[config.mk]
export PLATFORM = sky130hd
export DESIGN_NAME = hsync_conditioner
export DESIGN_NICKNAME = d
export VERILOG_FILES = /design/src/rtl/hsc_pkg.sv /design/src/rtl/hsc_sync.sv /design/src/rtl/hsc_pol_detect.sv /design/src/rtl/hsc_pulse_gen.sv /design/src/rtl/hsc_coast.sv /design/src/rtl/hsync_conditioner.sv
export SDC_FILE = /design/constraint.sdc
export NUM_CORES = 1
export LEC_CHECK = 0
export CAP_MARGIN = 20
export CORE_ASPECT_RATIO = 1.4
export CORE_MARGIN = 2
export CORE_UTILIZATION = 65
export CTS_BUF_LIST = sky130_fd_sc_hd__clkbuf_4 sky130_fd_sc_hd__clkbuf_8
export DETAILED_ROUTE_END_ITERATION = 12
export GPL_ROUTABILITY_DRIVEN = 1
export GPL_TIMING_DRIVEN = 0
export PLACE_DENSITY = 0.88
export SKIP_LAST_GASP = 1
export SYNTH_ARGS = -nofsm -noshare
export SYNTH_HDL_FRONTEND = slang
export SYNTH_SLANG_ARGS = --single-unit
[constraint.sdc]
create_clock -name clk -period 7.3 [get_ports clk]
set_clock_uncertainty 0.1 [all_clocks]
set_input_delay 1.095 -clock clk [delete_from_list [all_inputs] [get_ports clk]]
set_output_delay 1.095 -clock clk [all_outputs]
set_load 0.1 [all_outputs]
[src/rtl/hsc_pkg.sv]
package hsc_pkg;
  typedef enum logic {
    POL_LOW  = 1'b0,
    POL_HIGH = 1'b1
  } pol_e;
endpackage

[src/rtl/hsc_sync.sv]
// Multi-stage synchronizer for N independent single-bit inputs (STAGES >= 2).
module hsc_sync #(
  parameter int N      = 2,
  parameter int STAGES = 2
) (
  input  logic         clk,
  input  logic         rst_n,
  input  logic [N-1:0] d,
  output logic [N-1:0] q
);
  logic [STAGES-1:0][N-1:0] stg_q, stg_n;

  always_comb begin
    stg_n = {stg_q[STAGES-2:0], d};
  end

  always_ff @(posedge clk or negedge rst_n) begin
    if (!rst_n) stg_q <= '0;
    else        stg_q <= stg_n;
  end

  assign q = stg_q[STAGES-1];
endmodule

[src/rtl/hsc_pol_detect.sv]
// Measures high and low time of the synchronized sync over each line
// (rising edge to rising edge) and decides which level is active.
module hsc_pol_detect
  import hsc_pkg::*;
#(
  parameter int CNT_W = 12
) (
  input  logic clk,
  input  logic rst_n,
  input  logic hs_s,
  output pol_e pol,
  output logic valid,
  output logic rise,
  output logic fall
);
  logic             hs_d_q;
  logic [CNT_W-1:0] hi_q, hi_n, lo_q, lo_n;
  logic             started_q, started_n;
  pol_e             pol_q, pol_n;
  logic             valid_q, valid_n;

  assign rise = hs_s & ~hs_d_q;
  assign fall = ~hs_s & hs_d_q;

  always_comb begin
    hi_n      = hi_q;
    lo_n      = lo_q;
    started_n = started_q;
    pol_n     = pol_q;
    valid_n   = valid_q;
    if (rise) begin
      if (started_q) begin
        pol_n   = (hi_q < lo_q) ? POL_HIGH : POL_LOW;
        valid_n = 1'b1;
      end
      started_n = 1'b1;
      hi_n      = CNT_W'(1);
      lo_n      = '0;
    end else if (hs_s) begin
      if (hi_q != '1) hi_n = hi_q + 1'b1;
    end else begin
      if (lo_q != '1) lo_n = lo_q + 1'b1;
    end
  end

  always_ff @(posedge clk or negedge rst_n) begin
    if (!rst_n) begin
      hs_d_q    <= 1'b0;
      hi_q      <= '0;
      lo_q      <= '0;
      started_q <= 1'b0;
      pol_q     <= POL_LOW;
      valid_q   <= 1'b0;
    end else begin
      hs_d_q    <= hs_s;
      hi_q      <= hi_n;
      lo_q      <= lo_n;
      started_q <= started_n;
      pol_q     <= pol_n;
      valid_q   <= valid_n;
    end
  end

  assign pol   = pol_q;
  assign valid = valid_q;


  valid_sticky_chk: assert property (@(posedge clk) disable iff (!rst_n)
    valid_q |=> valid_q);


  line_decide_chk: assert property (@(posedge clk) disable iff (!rst_n)
    (rise && started_q) |=> valid_q);
endmodule

[src/rtl/hsc_pulse_gen.sv]
// Regenerates a fixed-width sync pulse from the detected active edge.
module hsc_pulse_gen
  import hsc_pkg::*;
#(
  parameter int WID_W = 8
) (
  input  logic             clk,
  input  logic             rst_n,
  input  logic             valid,
  input  pol_e             pol,
  input  logic             rise,
  input  logic             fall,
  input  logic [WID_W-1:0] cfg_width,
  input  logic             cfg_hs_pol_high,
  output logic             hs_out
);
  logic [WID_W-1:0] eff_w;
  logic [WID_W-1:0] cnt_q, cnt_n;
  logic             act_q, act_n;
  logic             fire;

  assign eff_w = (cfg_width == '0) ? WID_W'(1) : cfg_width;
  assign fire  = valid & ~act_q & ((pol == POL_HIGH) ? rise : fall);

  always_comb begin
    cnt_n = cnt_q;
    act_n = act_q;
    if (fire) begin
      cnt_n = eff_w - 1'b1;
      act_n = 1'b1;
    end else if (act_q) begin
      if (cnt_q != '0) cnt_n = cnt_q - 1'b1;
      else             act_n = 1'b0;
    end
  end

  always_ff @(posedge clk or negedge rst_n) begin
    if (!rst_n) begin
      cnt_q <= '0;
      act_q <= 1'b0;
    end else begin
      cnt_q <= cnt_n;
      act_q <= act_n;
    end
  end

  assign hs_out = cfg_hs_pol_high ? act_q : ~act_q;


  width_load_chk: assert property (@(posedge clk) disable iff (!rst_n)
    fire |=> (act_q && (cnt_q == $past(eff_w) - 1'b1)));


  no_restart_chk: assert property (@(posedge clk) disable iff (!rst_n)
    (act_q && cnt_q != '0) |=> (act_q && cnt_q == $past(cnt_q) - 1'b1));


  quiet_before_valid_chk: assert property (@(posedge clk) disable iff (!rst_n)
    !valid |=> !act_q);
endmodule

[src/rtl/hsc_coast.sv]
// Coast window from vertical sync; masks the clock-generator reference.
module hsc_coast
  import hsc_pkg::*;
(
  input  logic clk,
  input  logic rst_n,
  input  logic hs_s,
  input  logic vs_s,
  input  pol_e pol,
  input  logic cfg_coast_en,
  input  logic cfg_vs_pol_high,
  output logic coast,
  output logic pll_ref
);
  logic vs_act;
  logic coast_q, coast_n;
  logic ref_q, ref_n;

  assign vs_act = cfg_vs_pol_high ? vs_s : ~vs_s;

  always_comb begin
    coast_n = cfg_coast_en & vs_act;
    ref_n   = coast_n ? (pol == POL_LOW) : hs_s;
  end

  always_ff @(posedge clk or negedge rst_n) begin
    if (!rst_n) begin
      coast_q <= 1'b0;
      ref_q   <= 1'b1;
    end else begin
      coast_q <= coast_n;
      ref_q   <= ref_n;
    end
  end

  assign coast   = coast_q;
  assign pll_ref = ref_q;


  ref_masked_chk: assert property (@(posedge clk) disable iff (!rst_n)
    coast_q |-> (ref_q == ($past(pol) == POL_LOW)));


  coast_off_chk: assert property (@(posedge clk) disable iff (!rst_n)
    !cfg_coast_en |=> !coast_q);
endmodule

[src/rtl/hsync_conditioner.sv]
module hsync_conditioner
  import hsc_pkg::*;
#(
  parameter int WID_W  = 8,
  parameter int CNT_W  = 12,
  parameter int STAGES = 2
) (
  input  logic             clk,
  input  logic             rst_n,
  input  logic             hsync_in,
  input  logic             vsync_in,
  input  logic             cfg_hs_pol_high,
  input  logic [WID_W-1:0] cfg_width,
  input  logic             cfg_coast_en,
  input  logic             cfg_vs_pol_high,
  output logic             hs_out,
  output logic             pll_ref,
  output logic             coast
);
  localparam int NSYNC = 2;

  logic [NSYNC-1:0] raw, synced;
  logic             hs_s, vs_s;
  pol_e             pol;
  logic             valid, rise, fall;

  assign raw  = {vsync_in, hsync_in};
  assign hs_s = synced[0];
  assign vs_s = synced[1];

  hsc_sync #(.N(NSYNC), .STAGES(STAGES)) u_sync (
    .clk(clk), .rst_n(rst_n), .d(raw), .q(synced)
  );

  hsc_pol_detect #(.CNT_W(CNT_W)) u_pol (
    .clk(clk), .rst_n(rst_n), .hs_s(hs_s),
    .pol(pol), .valid(valid), .rise(rise), .fall(fall)
  );

  hsc_pulse_gen #(.WID_W(WID_W)) u_pulse (
    .clk(clk), .rst_n(rst_n), .valid(valid), .pol(pol),
    .rise(rise), .fall(fall), .cfg_width(cfg_width),
    .cfg_hs_pol_high(cfg_hs_pol_high), .hs_out(hs_out)
  );

  hsc_coast u_coast (
    .clk(clk), .rst_n(rst_n), .hs_s(hs_s), .vs_s(vs_s), .pol(pol),
    .cfg_coast_en(cfg_coast_en), .cfg_vs_pol_high(cfg_vs_pol_high),
    .coast(coast), .pll_ref(pll_ref)
  );
endmodule

==> impl_metrics.py <==
metrics = {
    "run_status": {
        "run_status": "completed",
    },
    "worst_hold_path": {
        "hold_path_endpoint": "u_sync.q[1]",
        "hp-start": "u_sync.stg_n[3]",
        "worst_hold_path.num_cells": 0,
        "hold_path_class": "register to register",
    },
    "cts": {
        "clk_pin_slew_worst_paths_ns": 0.08,
        "clkLatencyLatePin_ns": 0.30,
        "cts-resized-gates": 0,
        "cell_at_the_root_of_the_clock_tree": "clkbuf_8",
        "number_of_buffers_added_by_the_clock_tree_synthesis_step": 5,
        "max-clock-path-buffers": 2,
        "cts-htree-levels": 2,
        "ctsHoldBuffers": 0,
        "clock_sinks": 43,
        "post-cts-setup-buffer-count": 0,
        "cts_tree": "yes",
    },
    "detailed_routing": {
        "detail_route.first_pass.iterations": 4,
        "drt_first_iter_violations": 59,
        "drc_errors": 0,
        "antenna_left": 0,
        "wire_length_per_cell_after_detailed_routing_um": 15.6,
        "dr_total_vias": 1974,
        "avgViaCountPerCell": 6.11,
        "drt_wl_total_um": 5020,
    },
    "finish": {
        "multi_input_comb_area_um2": 1270,
        "num-nets-final": 309,
        "layout.cells.most_common": "dfrtp_1",
        "fill_cells": 263,
        "top_library_cells_by_usage_in_the_layout_fill_and_taps_aside": "dfrtp_1, nor2_1, nand2_1, clkdlybuf4s50_1, inv_1",
        "areaGrowthSynthToFinish_pct": 13.6,
        "register_area_um2": 1080,
        "finalInstanceArea_um2": 2780,
        "antenna_cells": 0,
        "post_route_cells_drive_above_1_share_pct": 7.12,
    },
    "worst_setup_path": {
        "timing.critical_path.from_type": "primary input",
        "worst-path-max-fanout": 1,
        "rr_endpoint": "u_pulse.cnt_q[6]",
        "critPathRequiredTime_ns": 6.11,
        "regToRegSetupSlack_ns": 3.89,
        "worstRegToRegCells": 13,
        "worst-setup-path-type": "primary input to primary output",
        "worst_r2r_startpoint": "u_sync.q[0]",
        "arrival_time_at_the_worst_endpoint_ns": 2.83,
        "end_kind": "primary output",
    },
    "timing": {
        "worst_slew_pin_slew_ns": 0.969,
        "final_tns_setup_ns": 0,
        "final.period_utilization_pct": 55.1,
        "timing.final.hold_violations": 0,
        "grt_setup_unrepaired": "no",
        "slew_headroom_pct": 35.2,
        "period_needed_ns": 4.02,
        "number_of_slew_limit_violations_in_the_final_report": 0,
        "report.final.setup_viol": 0,
        "timing_limited_maximum_frequency_mhz": 248,
    },
    "floorplanning": {
        "num_rows": 26,
        "die_h_um": 76.5,
        "coreArea_um2": 3640,
        "die_width_um": 55.8,
        "start_util_pct": 67.1,
        "io-pin-count": 18,
        "die-area_um2": 4270,
    },
    "global_route": {
        "groute.usage.overall_pct": 25.3,
        "number_of_global_route_vias_before_repair": 2047,
        "grt_first_pass_wirelength_um": 8600,
        "grt_overflow_total": 0,
        "grt_antenna_before_repair": 0,
        "grt_max_degree": 43,
    },
    "power": {
        "power_density_nw_per_um2": 250,
        "power.leakage_nw": 1.18,
        "vdd_drop_max_v": 0.000201,
    },
    "synthesis": {
        "ys_types": 48,
        "synth_seq_cells": 43,
        "mean_post_synth_cell_area_um2": 9.58,
        "yosysWarnings": 0,
        "synth_area_um2": 2440,
        "syn-num-nets": 284,
        "synth_edf_count": 0,
        "synth_seq_area_share_pct": 44.1,
        "post_synth_inst_count": 255,
        "async_flop_share_pct": 100,
        "dominantRegCellSynth": "dfrtp_1",
    },
    "placed_design": {
        "placement.io_buffers": 17,
        "place_congestion": 0.861,
        "placed_cell_area_um2": 2680,
        "hpwlAfterDp_um": 3670,
    },
    "job": {
        "max_cap_violations": 0,
    },
}
## where the power goes
group | switching, mW | internal, mW
Combinational | 0.122 | 0.0914
Clock | 0.0760 | 0.0799
Sequential | 0.0441 | 0.281
## Yosys cell counts (3+ instances only)
library cell   n  share of area [%]
and2_1         3               0.77
a211oi_1       6                1.8
xor2_1         4                1.4
nand3_1        7                1.4
xnor2_1        9                3.2
nor4_1         3               0.77
nor3_1        11                2.3
nand2b_1       5                1.3
inv_1         15                2.3
nand2_1       24                3.7
dfrtp_1       42                 43
o211ai_1       3               0.92
nor3b_1        3               0.92
and3_1         4                1.0
o21ai_0       11                2.3
a31oi_1        3               0.77
o31ai_1        3               0.92
a21oi_1       14                2.9
mux2i_1        6                2.5
nor2_1        24                3.7
or3_1          3               0.77
nand4_1        7                1.8
ha_1          14                7.2
## area by class of cell
| class | count | share of cell area, % |
|---|---|---|
| Clock buffer | 7 | 3.24 |
| Multi-Input combinational cell | 192 | 45.8 |
| Sequential cell | 43 | 38.8 |
| Clock inverter | 1 | 0.180 |
| Timing Repair Buffer | 18 | 6.67 |
| Buffer | 5 | 1.35 |
| Inverter | 15 | 2.03 |
| Tap cell | 42 | 1.89 |
## cell families after synthesis
| group | count (synthesis) | share of synthesized area (%) |
|---|---|---|
| AND/OR/NAND/NOR | 103 | 22.1 |
| AO/OA/AOI/OAI | 55 | 15.3 |
| flip-flops | 43 | 44.1 |
| buffers and inverters | 20 | 3.84 |
| adder cells (fa/ha/maj) | 14 | 7.17 |
| XOR/XNOR | 13 | 4.66 |
| multiplexers | 7 | 2.92 |
## routing by layer
layer	vias to the layer above	routed length (um)	GRT usage [%]
li1	973	-	-
met1	943	2070	28.2
met2	45	2700	45.8
met3	13	142	4.75
met4	0	109	11.9
met5	-	0	0
## worst max path at each step
stage,from,end,slack [ns],cells past startpoint
after global routing,cfg_hs_pol_high,hs_out,3.23,3
after detailed placement,cfg_hs_pol_high,hs_out,3.27,3
after global placement,cfg_hs_pol_high,hs_out,3.28,3
after floorplan,cfg_hs_pol_high,hs_out,3.46,1
final,cfg_hs_pol_high,hs_out,3.28,3
after CTS,cfg_hs_pol_high,hs_out,3.27,3
## worst max-delay path: stages
cell             delay [ns]
clkdlybuf4s50_1        0.48
xnor2_1                0.11
clkdlybuf4s50_1        1.14
## stage by stage
stage / cells / util, % / hold WS, ns / power [mW] / setup WS (ns)
6_report: 323 / 76.2 / 0.262 / 0.695 / 3.28
5_1_grt: 323 / 76.2 / 0.271 / 0.738 / 3.23
4_1_cts: 323 / 76.2 / 0.267 / 0.699 / 3.27
3_5_place_dp: 315 / 73.6 / 0.243 / 0.540 / 3.27
3_3_place_gp: 314 / 73.2 / 0.232 / 0.531 / 3.28
2_1_floorplan: 255 / - / 0.231 / 0.479 / 3.46
## registers in the layout, indices dropped and copies added (netlist names)
signal	count
u_sync.q	2
u_pol.valid	1
u_coast.pll_ref	1
u_pol.lo_q	12
u_coast.coast	1
u_sync.stg_n	2
u_pol.pol	1
u_pulse.cnt_q	8
u_pol.hi_q	12
u_pulse.act_q	1
u_pol.started_q	1
u_pol.hs_d_q	1
Note: power is estimated with default switching activity, not from simulation.
